[config.mk]
export PLATFORM = sky130hd
export DESIGN_NAME = prefix_adder
export DESIGN_NICKNAME = d
export VERILOG_FILES = /design/src/rtl/prefix_adder_pkg.sv /design/src/rtl/pfx_pg_col.sv /design/src/rtl/pfx_black.sv /design/src/rtl/pfx_gray.sv /design/src/rtl/pfx_tree.sv /design/src/rtl/prefix_adder.sv
export SDC_FILE = /design/constraint.sdc
export NUM_CORES = 1
export LEC_CHECK = 0
export BUFFER_PORTS_ARGS = -buffer_cell sky130_fd_sc_hd__buf_2
export CAP_MARGIN = 15
export CORE_UTILIZATION = 56
export DETAILED_ROUTE_END_ITERATION = 12
export GPL_TIMING_DRIVEN = 0
export PLACE_DENSITY = 0.95
export SLEW_MARGIN = 25
export SYNTH_ARGS = -nofsm -noshare
export SYNTH_HDL_FRONTEND = slang
export SYNTH_SLANG_ARGS = --single-unit
[constraint.sdc]
create_clock -name vclk -period 5.5
set_clock_uncertainty 0.2 [all_clocks]
set_input_delay 0.55 -clock vclk [all_inputs]
set_output_delay 0.55 -clock vclk [all_outputs]
set_load 0.01 [all_outputs]
[src/rtl/prefix_adder_pkg.sv]
package prefix_adder_pkg;

  // Offset of level lvl inside the packed triangular propagate store.
  // Level l holds propagate bits only for tree indices >= 2**l.
  function automatic int p_base(input int lvl, input int n);
    return lvl * n - ((1 << lvl) - 1);
  endfunction

endpackage

[src/rtl/pfx_pg_col.sv]
module pfx_pg_col #(
  parameter int N = 32
) (
  input  logic [N-1:0] a_i,
  input  logic [N-1:0] b_i,
  output logic [N-1:0] g_o,
  output logic [N-1:0] p_o,
  output logic [N-1:0] x_o
);

  for (genvar i = 0; i < N; i++) begin : g_col
    assign g_o[i] = a_i[i] & b_i[i];
    assign p_o[i] = a_i[i] | b_i[i];
    assign x_o[i] = a_i[i] ^ b_i[i];
  end

endmodule

[src/rtl/pfx_black.sv]
module pfx_black (
  input  logic g_hi_i,
  input  logic p_hi_i,
  input  logic g_lo_i,
  input  logic p_lo_i,
  output logic g_o,
  output logic p_o
);

  assign g_o = g_hi_i | (p_hi_i & g_lo_i);
  assign p_o = p_hi_i & p_lo_i;

endmodule

[src/rtl/pfx_gray.sv]
// Merge whose lower span already reaches the carry-in column: no propagate out.
module pfx_gray (
  input  logic g_hi_i,
  input  logic p_hi_i,
  input  logic g_lo_i,
  output logic g_o
);

  assign g_o = g_hi_i | (p_hi_i & g_lo_i);

endmodule

[src/rtl/pfx_tree.sv]
// Tree index j stands for column j-1; index 0 is the carry-in column.
module pfx_tree #(
  parameter int N = 32
) (
  input  logic         ci_i,
  input  logic [N-2:0] g_col_i,
  input  logic [N-2:0] p_col_i,
  output logic [N-1:0] carry_o
);

  localparam int LVLS  = $clog2(N);
  localparam int PBITS = prefix_adder_pkg::p_base(LVLS, N);

  wire [N-1:0]     g_st [LVLS+1];
  wire [PBITS-1:0] p_st;

  assign g_st[0]      = {g_col_i, ci_i};
  assign p_st[N-2:0]  = p_col_i;

  for (genvar l = 0; l < LVLS; l++) begin : g_lvl
    localparam int D      = 1 << l;
    localparam int PB_IN  = prefix_adder_pkg::p_base(l, N);
    localparam int PB_OUT = prefix_adder_pkg::p_base(l + 1, N);

    for (genvar j = 0; j < N; j++) begin : g_idx
      if (j < D) begin : g_pass
        assign g_st[l+1][j] = g_st[l][j];
      end else if (j < 2 * D) begin : g_gry
        pfx_gray i_gray (
          .g_hi_i (g_st[l][j]),
          .p_hi_i (p_st[PB_IN + j - D]),
          .g_lo_i (g_st[l][j-D]),
          .g_o    (g_st[l+1][j])
        );
      end else begin : g_blk
        pfx_black i_black (
          .g_hi_i (g_st[l][j]),
          .p_hi_i (p_st[PB_IN + j - D]),
          .g_lo_i (g_st[l][j-D]),
          .p_lo_i (p_st[PB_IN + j - 2 * D]),
          .g_o    (g_st[l+1][j]),
          .p_o    (p_st[PB_OUT + j - 2 * D])
        );
      end
    end
  end

  assign carry_o = g_st[LVLS];

endmodule

[src/rtl/prefix_adder.sv]
module prefix_adder #(
  parameter int N = 32
) (
  input  logic [N-1:0] a_i,
  input  logic [N-1:0] b_i,
  input  logic         ci_i,
  output logic [N-1:0] sum_o,
  output logic         co_o
);

  logic [N-1:0] g_col, p_col, x_col;
  logic [N-1:0] carry;

  pfx_pg_col #(.N(N)) i_pg (
    .a_i (a_i),
    .b_i (b_i),
    .g_o (g_col),
    .p_o (p_col),
    .x_o (x_col)
  );

  pfx_tree #(.N(N)) i_tree (
    .ci_i    (ci_i),
    .g_col_i (g_col[N-2:0]),
    .p_col_i (p_col[N-2:0]),
    .carry_o (carry)
  );

  // top column folded with its incoming carry gives the carry-out
  pfx_gray i_cout (
    .g_hi_i (g_col[N-1]),
    .p_hi_i (p_col[N-1]),
    .g_lo_i (carry[N-1]),
    .g_o    (co_o)
  );

  assign sum_o = x_col ^ carry;

endmodule

* After elaboration in Yosys (flattened, before gate mapping)
Cells that the tools add are included.
** Word-level totals
- Register bits :: 0
- Bits in latches :: 0
- RAM bits :: 0
- ROM bits :: 0
- Bits of input ports :: 65
- Output and inout bits :: 33
- Word-level logic and storage cells :: 455
- Memories kept :: 0
** Cells by class
- $add $sub $neg :: 0
- $mul :: 0
- Divide/modulo/power cells :: 0
- Magnitude comparators :: 0
- Equality and inequality tests :: 0
- Shift operators :: 0
- Mux-type cells :: 0
- Bitwise logic cells :: 455
- Reduce and logical (&&, ||, !) cells :: 0
** Operator list (count)
- bitwise AND 1 bit :: 260
- OR 1 bit :: 162
- XOR 1 bit :: 32
- XOR 32 bit :: 1

* Depth between registers and ports, before layout
- Word-level depth :: 13
- Mapped depth :: 11
- Mapped depth without buffers :: 11

* Modules after synthesis
Synthesis repeated with hierarchy kept, for this count alone.
** Second synthesis, totals
- Cells, all modules :: 452
- Area total of the unflattened synthesis :: 3393.3 um^2
** By module, submodules not included
- pfx_black :: times used 98, cells an instance 2, area an instance 15.0 um^2, seq. area each 0.0 um^2
- pfx_pg_col :: times used 1, cells an instance 160, area an instance 1161.1 um^2, seq. area each 0.0 um^2
- prefix_adder :: times used 1, cells an instance 32, area an instance 280.3 um^2, seq. area each 0.0 um^2
- pfx_gray :: times used 32, cells an instance 1, area an instance 7.5 um^2, seq. area each 0.0 um^2
- pfx_tree :: times used 1, cells an instance 32, area an instance 240.2 um^2, seq. area each 0.0 um^2

* Worst setup path before layout
OpenSTA, ideal clock, no wires.
- Kind :: input -> output
- From :: input port a_i[0]
- To :: output port sum_o[31]
- Arrival time :: 2691 ps
- Data required time :: 4750 ps
- Setup slack :: 2059 ps
- Stages on the path :: 11
- Path buffers :: 0
- Cell sequence :: inv_1 > fa_1 > o21bai_1 > a21oi_1 > a21oi_1 > nor4_4 > a21oi_1 > a21oi_1 > o21ai_1 > o21ba_1 > fa_1
** Between the ends
- Cells in the longest elaborated chain, start to end :: 12
- Elaborated cells between the ends (all ways) :: 13
- Those cells by class :: 13 x bitwise
** Ends and longest elaborated chain
- start, declared :: RTL line prefix_adder.sv:4 : input logic [N-1:0] a_i,
- OR 1 bit :: RTL line pfx_pg_col.sv:13 : assign p_o[i] = a_i[i] | b_i[i];
- bitwise AND 1 bit :: RTL line pfx_gray.sv:9 : assign g_o = g_hi_i | (p_hi_i & g_lo_i);
- OR 1 bit (*) :: RTL line pfx_gray.sv:9
- bitwise AND 1 bit (*) :: RTL line pfx_gray.sv:9
- OR 1 bit (*) :: RTL line pfx_gray.sv:9
- bitwise AND 1 bit (*) :: RTL line pfx_gray.sv:9
- OR 1 bit (*) :: RTL line pfx_gray.sv:9
- bitwise AND 1 bit (*) :: RTL line pfx_gray.sv:9
- OR 1 bit (*) :: RTL line pfx_gray.sv:9
- bitwise AND 1 bit (*) :: RTL line pfx_gray.sv:9
- OR 1 bit (*) :: RTL line pfx_gray.sv:9
- XOR 32 bit (*) :: RTL line prefix_adder.sv:37 : assign sum_o = x_col ^ carry;
- end, declared :: RTL line prefix_adder.sv:7 : output logic [N-1:0] sum_o,
Every way passes the cells marked *; elsewhere a longest branch is shown, timed or not.

* Worst setup path after layout
Ends and elaborated chain as after synthesis.

==> run summary <==
Pin count of the biggest net entering global routing -> 9
Layout overhead on the synthesized area -> 23.3%
Drt total wl -> 5620 um
Area of placed instances -> 0.00293 sq mm
Mapped Nets -> 470
Dominant cell type by count on the critical path -> a21oi_1
Count of buffers inserted at the top-level ports -> 98
Detailed Place HPWL -> 5030 um
Number of clock buffers in the layout -> 0
Cell total after placement -> 489
Post-route total power -> 331 uW
Count of standard-cell rows -> 23
Gate family responsible for the most delay along the worst path -> compound AO/OA/AOI/OAI gates
DIE AREA -> 0.00451 sq mm
Arrival time worst endpoint -> 3300 ps
Util after Layout -> 0.727
Critical Path, Cell by Cell -> buf_2, inv_1, fa_1, o21bai_1, a21oi_1, a21oi_1, nor4_4, a21oi_1, a21oi_1, o21ai_1, o21ba_1, fa_1, buf_2
Antenna violations before repair -> 0
Total via count in the routed design -> 2601
Post-Syn Area -> 0.00237 sq mm
Routed wire length per instance -> 11.5 um
Residual DRC -> 0
Setup repair after global routing missed its margin -> false
Critical Path Slowest Stage Cell -> fa_1
Number of standard cells in the layout, taps in and fillers out -> 489
Mean instance size in the synthesized netlist -> 6.96 sq um
Crit path setup slack, layout -> 1450 ps
Chip height -> 67.1 um
CP required -> 4750 ps
Remaining Overflow, GRT -> 0
Count of inserted antenna diode cells -> 0
Setup CP Type -> input pin to output pin
GR Util All Layers -> 0.248
Final-report hold violation count -> 0
Share of final-layout standard cells stronger than drive strength 1 -> 0.253
Core area -> 0.00403 sq mm
Leading cell type in the layout, fill and taps excluded -> buf_2
Number of instances in the synthesized netlist -> 341
Count of pins on the block boundary -> 98
Final total negative setup slack -> 0 ps
CTS resizes -> 0
Number of iterations in the first detailed-routing pass -> 4
Most frequent cells in the layout -> 98 x buf_2, 86 x inv_1, 62 x ha_1
Worst slew margin -> 0.735
Power density cells -> 113 mW/mm^2
Setup Fix Bufs, Post-CTS -> 0
Maximum fanout along the worst path -> 3
Number of nets at the end of the flow -> 570
Wire length of the first global-routing pass -> 9100 um
Area occupied by registers -> 0 sq um
Seq/Total Area, Yosys -> 0
Element type at the critical path start -> input pin
Path class of the lowest-slack min-delay path -> input pin to output pin
Leakage power -> 1.72 nW
Starting density of the core -> 0.589
Die width -> 67.1 um
Tightest hold margin -> 1270 ps
Cell area after layout -> 0.00293 sq mm
Weighted congestion reported at the end of routability-driven placement -> 0.849
Synth cell types -> 48
Maximum achievable frequency -> 247 MHz
Critical path buffers and inverters -> 3
Post-detailed-route count of antenna-violating nets -> 0
Maximum vdd drop -> 0.0000668 V
Pre-CTS setup slack -> 1470 ps
Maximum Capacitance Violations -> 0
Endpoints failing setup -> 0
Via count normalized by instance count -> 5.32
Final sequential cell count -> 0
Part of the cycle the worst path needs -> 0.737
Fill cell count -> 323
Detailed router's first-iteration violation count -> 105
Minimum clock period -> 4050 ps
Final slew viol count -> 0
Tightest Pin Transition -> 396 ps
Count of warnings emitted by yosys -> 0
Kind of end point of the critical path -> output pin
Crit-path max cell delay -> 470 ps
Run status -> finished, final reports clean
CTS Hold Buffers Added -> 0
Via count of the first global-routing pass -> 2343
==> final cells by class <==
type	count	area (sq um)	share of cell area
well taps	50	62.6	0.0214
repair buffers	98	490	0.168
multi-input cells	252	2040	0.697
inverters	89	334	0.114
==> final timing paths <==
check	start	endpoint	slack (ps)	depth (start not counted)
min	b_i[31]	co_o	1270	3
max	a_i[0]	sum_o[31]	1450	13
==> Yosys cell counts (all sizes together) (2+ instances only) <==
master / n / share of area
nor4: 6 / 0.025
nand2: 8 / 0.013
o31a: 2 / 0.0074
a21oi: 31 / 0.067
ha: 62 / 0.33
nand3: 4 / 0.0084
nor2: 26 / 0.041
nand2b: 3 / 0.0079
a31oi: 5 / 0.019
o21a: 2 / 0.0063
a211oi: 3 / 0.015
or2: 3 / 0.0079
inv: 89 / 0.14
o221ai: 2 / 0.010
xnor2: 16 / 0.059
nor2b: 7 / 0.018
o22ai: 2 / 0.0053
fa: 2 / 0.017
or3: 2 / 0.0053
nor3: 10 / 0.021
o31ai: 4 / 0.015
o21bai: 8 / 0.025
a21o: 4 / 0.013
o21ai: 15 / 0.032
xor2: 12 / 0.044
==> cell families (layout without fill, tap and decap cells) <==
| logic type | after synthesis | in the layout | share of synthesized area |
|---|---|---|---|
| buffers and inverters | 89 | 187 | 0.141 |
| AOI/OAI and AO/OA | 87 | 87 | 0.251 |
| and+or+nand+nor | 72 | 72 | 0.158 |
| adders and majority gates | 64 | 64 | 0.344 |
| xor gates and xnor gates | 28 | 28 | 0.103 |
| muxes | 1 | 1 | 0.00422 |
==> metal layers <==
layer | part of all wire | global-route usage | vias to the layer above
li1 | - | - | 1326
met1 | 0.41 | 0.269 | 1172
met2 | 0.52 | 0.494 | 89
met3 | 0.041 | 0.0137 | 14
met4 | 0.026 | 0.0824 | 0
met5 | 0 | 0 | -
==> worst min-delay path, delay by kind of cell <==
family,cells,cell delay [ps]
buf+inv,2,220
fa+ha+maj,1,150
==> report_power, final <==
group	total [mW]	internal, mW	switching [mW]
logic	0.331	0.151	0.181
registers	0	0	0
clock network	0	0	0
total	0.331	0.151	0.181
(Power assumes the default switching activity.)
